==> src/rtl/lu_guard_pkg.sv <==
package lu_guard_pkg;

    typedef enum logic [2:0] {
        ST_OFF     = 3'd0,
        ST_PWR_ON  = 3'd1,
        ST_RUN     = 3'd2,
        ST_TRIP    = 3'd3,
        ST_CROWBAR = 3'd4,
        ST_HOLDOFF = 3'd5
    } guard_state_t;

endpackage

==> src/rtl/lu_sync.sv <==
module lu_sync #(
    parameter int STAGES = 2
) (
    input  logic clk,
    input  logic rst_n,
    input  logic d_async,
    output logic q_sync
);

    logic [STAGES-1:0] stage_q;

    generate
        for (genvar i = 0; i < STAGES; i++) begin : g_stage
            if (i == 0) begin : g_first
                always_ff @(posedge clk or negedge rst_n) begin
                    if (!rst_n) stage_q[0] <= 1'b0;
                    else        stage_q[0] <= d_async;
                end
            end else begin : g_next
                always_ff @(posedge clk or negedge rst_n) begin
                    if (!rst_n) stage_q[i] <= 1'b0;
                    else        stage_q[i] <= stage_q[i-1];
                end
            end
        end
    endgenerate

    assign q_sync = stage_q[STAGES-1];

endmodule

==> src/rtl/lu_qualify.sv <==
module lu_qualify #(
    parameter int RUN_LEN = 3
) (
    input  logic clk,
    input  logic rst_n,
    input  logic armed,
    input  logic level,
    output logic hit
);

    localparam int CW = (RUN_LEN > 1) ? $clog2(RUN_LEN) : 1;
    localparam logic [CW-1:0] LAST = CW'(RUN_LEN - 1);

    logic [CW-1:0] run_q;

    always_ff @(posedge clk or negedge rst_n) begin
        if (!rst_n) begin
            run_q <= '0;
        end else if (!armed || !level) begin
            run_q <= '0;
        end else if (run_q != LAST) begin
            run_q <= run_q + 1'b1;
        end
    end

    assign hit = armed && level && (run_q == LAST);

endmodule

==> src/rtl/lu_status.sv <==
module lu_status #(
    parameter int CNT_W = 8
) (
    input  logic             clk,
    input  logic             rst_n,
    input  logic             bump,
    input  logic             clr,
    output logic [CNT_W-1:0] count,
    output logic             sticky
);

    localparam logic [CNT_W-1:0] CNT_MAX = '1;

    always_ff @(posedge clk or negedge rst_n) begin
        if (!rst_n) begin
            count <= '0;
        end else if (bump && (count != CNT_MAX)) begin
            count <= count + 1'b1;
        end
    end

    always_ff @(posedge clk or negedge rst_n) begin
        if (!rst_n) begin
            sticky <= 1'b0;
        end else if (bump) begin
            sticky <= 1'b1;
        end else if (clr) begin
            sticky <= 1'b0;
        end
    end

endmodule

==> src/rtl/lu_guard.sv <==
module lu_guard
    import lu_guard_pkg::*;
#(
    parameter int SYNC_STAGES    = 2,
    parameter int GLITCH_CYCLES  = 3,
    parameter int BLANK_CYCLES   = 16,
    parameter int CROWBAR_CYCLES = 8,
    parameter int OFF_CYCLES     = 32,
    parameter int CNT_W          = 8
) (
    input  logic             clk,
    input  logic             rst_n,
    input  logic             latch_detect,
    input  logic             sw_enable,
    input  logic             sticky_clr,
    output logic             power_enable,
    output logic             crowbar_enable,
    output logic [2:0]       state_code,
    output logic [CNT_W-1:0] event_count,
    output logic             sticky_flag
);

    localparam int MAX_A  = (BLANK_CYCLES > CROWBAR_CYCLES) ? BLANK_CYCLES : CROWBAR_CYCLES;
    localparam int MAX_D  = (MAX_A > OFF_CYCLES) ? MAX_A : OFF_CYCLES;
    localparam int TMR_W  = $clog2(MAX_D) + 1;
    localparam logic [TMR_W-1:0] LD_BLANK = TMR_W'(BLANK_CYCLES - 1);
    localparam logic [TMR_W-1:0] LD_CBAR  = TMR_W'(CROWBAR_CYCLES - 1);
    localparam logic [TMR_W-1:0] LD_OFF   = TMR_W'(OFF_CYCLES - 1);

    guard_state_t     state_q, state_nxt;
    logic [TMR_W-1:0] timer_q, timer_ld;
    logic             tmr_done;
    logic             flag_sync;
    logic             trip_hit;
    logic             enter_trip;

    // flag into this clock domain
    lu_sync #(.STAGES(SYNC_STAGES)) u_sync (
        .clk     (clk),
        .rst_n   (rst_n),
        .d_async (latch_detect),
        .q_sync  (flag_sync)
    );

    // consecutive-high qualifier, armed only while the rail is in service
    lu_qualify #(.RUN_LEN(GLITCH_CYCLES)) u_qual (
        .clk   (clk),
        .rst_n (rst_n),
        .armed (state_q == ST_RUN),
        .level (flag_sync),
        .hit   (trip_hit)
    );

    assign enter_trip = (state_q == ST_RUN) && trip_hit;

    lu_status #(.CNT_W(CNT_W)) u_status (
        .clk    (clk),
        .rst_n  (rst_n),
        .bump   (enter_trip),
        .clr    (sticky_clr),
        .count  (event_count),
        .sticky (sticky_flag)
    );

    // state register
    always_ff @(posedge clk or negedge rst_n) begin
        if (!rst_n) state_q <= ST_OFF;
        else        state_q <= state_nxt;
    end

    // dwell timer, reloaded on every state change
    always_comb begin
        unique case (state_nxt)
            ST_PWR_ON:  timer_ld = LD_BLANK;
            ST_CROWBAR: timer_ld = LD_CBAR;
            ST_HOLDOFF: timer_ld = LD_OFF;
            default:    timer_ld = '0;
        endcase
    end

    always_ff @(posedge clk or negedge rst_n) begin
        if (!rst_n) begin
            timer_q <= '0;
        end else if (state_nxt != state_q) begin
            timer_q <= timer_ld;
        end else if (timer_q != '0) begin
            timer_q <= timer_q - 1'b1;
        end
    end

    assign tmr_done = (timer_q == '0);

    // next-state logic
    always_comb begin
        state_nxt = state_q;
        unique case (state_q)
            ST_OFF: begin
                if (sw_enable) state_nxt = ST_PWR_ON;
            end
            ST_PWR_ON: begin
                if (!sw_enable)    state_nxt = ST_OFF;
                else if (tmr_done) state_nxt = ST_RUN;
            end
            ST_RUN: begin
                if (trip_hit)        state_nxt = ST_TRIP;
                else if (!sw_enable) state_nxt = ST_OFF;
            end
            ST_TRIP: begin
                state_nxt = ST_CROWBAR;
            end
            ST_CROWBAR: begin
                if (tmr_done) state_nxt = ST_HOLDOFF;
            end
            ST_HOLDOFF: begin
                if (tmr_done) state_nxt = sw_enable ? ST_PWR_ON : ST_OFF;
            end
            default: state_nxt = ST_OFF;
        endcase
    end

    // outputs decoded from the state register
    always_comb begin
        power_enable   = 1'b0;
        crowbar_enable = 1'b0;
        unique case (state_q)
            ST_PWR_ON, ST_RUN: power_enable   = 1'b1;
            ST_CROWBAR:        crowbar_enable = 1'b1;
            default: ;
        endcase
    end

    assign state_code = state_q;

endmodule

==> config.mk <==
export PLATFORM = sky130hd
export DESIGN_NAME = lu_guard
export DESIGN_NICKNAME = d
export VERILOG_FILES = /design/src/rtl/lu_guard_pkg.sv /design/src/rtl/lu_sync.sv /design/src/rtl/lu_qualify.sv /design/src/rtl/lu_status.sv /design/src/rtl/lu_guard.sv
export SDC_FILE = /design/constraint.sdc
export NUM_CORES = 1
export LEC_CHECK = 0
export BUFFER_PORTS_ARGS = -buffer_cell sky130_fd_sc_hd__buf_2
export CORE_MARGIN = 2
export CORE_UTILIZATION = 35
export CTS_BUF_LIST = sky130_fd_sc_hd__clkbuf_8
export DETAILED_ROUTE_END_ITERATION = 7
export HOLD_SLACK_MARGIN = 0.02
export SYNTH_ARGS = -nofsm -noshare
export SYNTH_HDL_FRONTEND = slang
export SYNTH_SLANG_ARGS = --single-unit
==> constraint.sdc <==
create_clock -name clk -period 2.25 [get_ports clk]
set_input_delay 0.1125 -clock clk [delete_from_list [all_inputs] [get_ports clk]]
set_output_delay 0.1125 -clock clk [all_outputs]
set_load 0.01 [all_outputs]
* Word-level counts from Yosys, hierarchy flattened *
Index checks and enable logic that the tools add are counted.
Widths: inputs -> output; s select.

operators by class
  $add $sub $neg = 3
  $mul = 0
  divide/modulo/power cells = 0
  $lt $le $gt $ge = 0
  eq/ne operators = 12
  shift operators = 0
  mux-type cells = 18
  bitwise logic cells = 0
  reductions and logical operators = 14

operator list
  kind                 number
  $mux 3               7
  $pmux 3 s6           1
  $pmux 5 s3           1
  $eq 3x3->1 const B   4
  $mux 6               2
  $add 8x1->8 const B  1
  $ne 8x8->1 const B   1
  $eq 3x1->1 const B   2
  $eq 3x2->1 const B   2
  $logic_not 6->1      1
  $reduce_bool 2->1    3
  $reduce_bool 6->1    1
  $sub 6x1->6 const B  1
  $mux 1               5
  $logic_and 1x1->1    4
  $mux 2               2
  $logic_not 3->1      1
  $ne 3x3->1           1
  $add 2x1->2 const B  1
  $eq 2x2->1 const B   1
  $logic_not 1->1      2
  $ne 2x2->1 const B   1
  $reduce_or 2->1      1
  $logic_or 1x1->1     1

storage, ports and cells
  register bits after elaboration = 22
  latch bits = 0
  RAM bits = 0
  ROM bits = 0
  input port bits = 5
  output and inout port bits = 14
  memories = 0

* Longest topological paths before layout *
  depth after elaboration = 8
  gate-level depth with buffers = 7
  depth with buffers taken out = 7

* Modules after synthesis *
From an unflattened synthesis, not the netlist that was laid out.

unflattened totals
  cells, all modules = 122
  area, all modules = 1,239.9 sq um

modules (own cells, without submodules)
  module      instances  cells each  area each (sq um)  sequential area each (sq um)
  lu_guard    1          70          626.9              225.2
  lu_status   1          39          454.2              225.2
  lu_qualify  1          11          108.9              50.0
  lu_sync     1          2           50.0               50.0

* Worst setup path before layout *
OpenSTA, ideal clock, no wires.

  path type = reg-to-reg
  start point = reg timer_q[0]
  end point = reg timer_q[0]
  library setup time = 121 ps
  arrival time = 1,928 ps
  path slack = 201 ps
  stages on the path, launching flop included = 7
  buffers on the path = 0
  cell sequence = dfrtp_1 -> inv_1 -> ha_1 -> or3b_4 -> or3_4 -> or3_4 -> o22a_1

on the way
  word-level cells in the longest chain between the ends = 7

ends and longest elaborated chain
  what                                             line             RTL
  from (decl)                                      lu_guard.sv:31   logic [TMR_W-1:0] timer_q, timer_ld;
  from (signal assigned)                           lu_guard.sv:85   timer_q <= timer_ld;
  from (signal assigned)                           lu_guard.sv:87   timer_q <= timer_q - 1'b1;
  $logic_not 6->1                                  lu_guard.sv:91   assign tmr_done = (timer_q == '0);
  $mux 3                                           lu_guard.sv:102  else if (tmr_done) state_nxt = ST_RUN;
  $mux 3                                           lu_guard.sv:101  if (!sw_enable) state_nxt = ST_OFF;
  $pmux 3 s6                                       lu_guard.sv:96   unique case (state_q)
  $eq 3x3->1 / $eq 3x1->1 (equally long branches)  lu_guard.sv:73   unique case (state_nxt)
  $pmux 5 s3                                       lu_guard.sv:73
  $mux 6                                           lu_guard.sv:84   end else if (state_nxt != state_q) begin

Several ways; a longest one is shown, not always the timed one. The select of a mux whose other input is x is not followed.
A chain may end at the register's enable or synchronous reset.

* Final worst setup path *
  start point = reg timer_q[0]
  end point = reg timer_q[1]

The elaborated chain is that of the path after synthesis.

==> impl_metrics.yaml <==
route:
  ant_nets: 0
  avgRoutedWirePerCell_um: 12.58
  viasPerCell: 4.945
  drt_iter0_drc: 42
  drt_pre_antenna_iters: 4
  wl_um: 2289
  drcViolationCount: 0
  vias: 900
floorplan:
  die_area_um2: 3722
  io_pins: 19
  die_width_um: 61.01
  core_area_um2: 3078
  die_h_um: 61.01
  row_count: 20
  start_util: 0.3695
sta:
  tightest_slew_ns: 0.4930
  min_period_over_period: 0.9579
  fmaxAchievable_mhz: 464.0
  min_period_ns: 2.155
  tns_ns: 0
  relSlewSlack: 0.6713
  setup_violations: 0
  rsz0062_at_grt: "false"
  finClkSkew_ns: 0.006185
  hold_violations: 0
  slew_violations: 0
critical_path:
  crit_path_cell_trace: "inv_1 > ha_1 > or3b_4 > or3_4 > or3_4 > o22a_1"
  critical_path_class: "reg -> reg"
  cp_data_arrival_time_ns: 2.32
  slowest_stage: "or3b_4"
  endpoint_kind: "register"
  critPathTopFamily: "simple AND/OR/NAND/NOR gates"
  cp.required_ns: 2.41
  crit_top_cell: "or3_4"
  cp_max_fo: 4
  critPathMaxStageDelay_ns: 0.42
  cp-start-kind: "register"
  critPathBufInv: 1
clocking:
  postCtsHoldBufs: 2
  clkTransAtPathRegs_ns: 0.08
  ctsResizeCount: 0
  clock-sinks: 22
  cts_setup_buffers: 0
  cts_max_level: 1
  cts_buffers: 3
  clock_latency_ns: 0.26
  cts_tree: "built"
  root_buffer: "clkbuf_8"
  clock_path_buffers: 2
synth:
  yosysWarnings: 0
  synthCells: 112
  syn_area_um2: 1137
  syn_nets: 120
  avgSynthCellArea_um2: 10.15
  synth.area.mux_share: 0.01870
  synth_xor_area_frac: 0.09241
  synth.distinct_cells: 37
  synth.ff_latch_count: 22
  ys_async_sr_fraction: 1.000
  synth_compound_gate_area_share: 0.1507
  synth_ff_type: "dfrtp_1"
  synth_edf_count: 0
  synth_fa_ha_area_frac: 0.03300
  synth-simple-area-share: 0.1870
  ys_seq_area_frac: 0.4840
  synth_top_family_by_area: "simple AND/OR/NAND/NOR gates"
power_and_ir_drop:
  power.density_cell_area_nw_per_um2: 1050
  irDropWorstVdd_v: 0.0005049
  p_leak_nw: 0.6716
grt:
  gr-usage-all-layers: 0.1398
  antenna_found_initial: 0
  grt_pass1_wl_um: 3850
  grt_pass1_vias: 874
  grt_max_degree: 23
  grt_overflow: 0
worst_hold_path:
  hold_path.class: "in -> reg"
final_layout:
  antennaDiodeCount: 0
  area_delta_synth_final_pct: 21.56
  postLayoutCellArea_um2: 1383
  drive_above_1_share: 0.2464
  layout_common_cells: "dfrtp_1 (22), buf_2 (18), nor2_1 (13)"
  layout_commonest_cell: "dfrtp_1"
  fillers: 315
  nets: 147
placement:
  dp_hpwl_um: 1702
  gp_congestion: 0.7573
  portBuffers: 18
  place_area_um2: 1308
job:
  drv_cap: 0
status:
  status: "completed"
registers in the layout, summed over array words and instances, names as in the netlist:
signal           flops
state_code           3
timer_q              6
u_qual.run_q         2
u_status.count       8
u_status.sticky      1
u_sync.q_sync        1
u_sync.stage_q       1
path summary, 6_finish.rpt:
path / from / endpoint / slack, ns / cells after the start
max: timer_q[0]$_DFFE_PN0P_ / timer_q[1]$_DFFE_PN0P_ / 0.09 / 6
min reg2reg: u_sync.stage_q[0]$_DFF_PN0_ / u_sync.q_sync$_DFF_PN0_ / 0.35 / 0
min: sticky_clr / u_status.sticky$_DFFE_PN0P_ / 0.03 / 2
min in group asynchronous: rst_n / state_code[1]$_DFF_PN0_ / 0.34 / 2
max in group asynchronous: rst_n / u_qual.run_q[1]$_DFFE_PN0P_ / 1.57 / 2
max reg2reg: timer_q[0]$_DFFE_PN0P_ / timer_q[1]$_DFFE_PN0P_ / 0.09 / 6
power breakdown:
group          internal [W]  switching [W]  total (W)
combinational      0.000309       0.000307   0.000616
sequential         0.000471      0.0000836   0.000554
clock              0.000156       0.000126   0.000282
total              0.000935       0.000517    0.00145
synthesized netlist by cell type (2+ instances only):
| library cell | count | area, um^2 |
|---|---|---|
| xor2_1 | 2 | 17.52 |
| nand2_1 | 6 | 22.52 |
| xnor2_1 | 10 | 87.58 |
| nor2_1 | 13 | 48.80 |
| nand3_1 | 2 | 10.01 |
| o21ai_0 | 2 | 10.01 |
| ha_1 | 3 | 37.54 |
| nand4_1 | 5 | 31.28 |
| inv_1 | 7 | 26.28 |
| a21boi_0 | 2 | 15.01 |
| a21oi_1 | 8 | 40.04 |
| dfrtp_1 | 22 | 550.5 |
| nor3_1 | 2 | 10.01 |
| and2_1 | 2 | 12.51 |
| o22a_1 | 3 | 26.28 |
| or3_4 | 2 | 22.52 |
cell families (layout without fill, tap and decap cells):
| logic type | after synthesis | after routing |
|---|---|---|
| mux | 2 | 2 |
| fa+ha+maj | 3 | 3 |
| flops | 22 | 22 |
| simple gates | 39 | 39 |
| buf+inv | 10 | 36 |
| compound gates | 24 | 24 |
| xor+xnor | 12 | 12 |
final cells by class:
| type | count | area (um^2) | area share |
|---|---|---|---|
| repair buffers | 25 | 147.6 | 0.1068 |
| inverters | 7 | 26.28 | 0.01900 |
| flip-flops and latches | 22 | 550.5 | 0.3982 |
| clock buffers | 4 | 55.05 | 0.03982 |
| well taps | 44 | 55.05 | 0.03982 |
| multi-input cells | 80 | 548.0 | 0.3964 |
metrics by stage:
stage               worst slack [ns]  utilization  std cells  hold WS, ns  total power (W)
floorplan                     0.2012            -        112      -0.1831        0.0009958
global placement              0.1611       0.4248        176      0.09870         0.001157
detailed placement            0.1038       0.4248        176       0.1067         0.001178
CTS                          0.08812       0.4492        182      0.02296         0.001473
global route                0.002497       0.4492        182      0.05611         0.001567
finish                       0.09469       0.4492        182      0.02940         0.001452
routing by layer:
layer	vias to the layer above	global-route usage	share of wire
met5	-	0	0
met2	21	0.2289	0.48
met3	4	0.03838	0.037
met4	0	0.03727	0.0083
met1	433	0.1825	0.47
li1	442	-	-
Power figures use the tool's default switching activity.
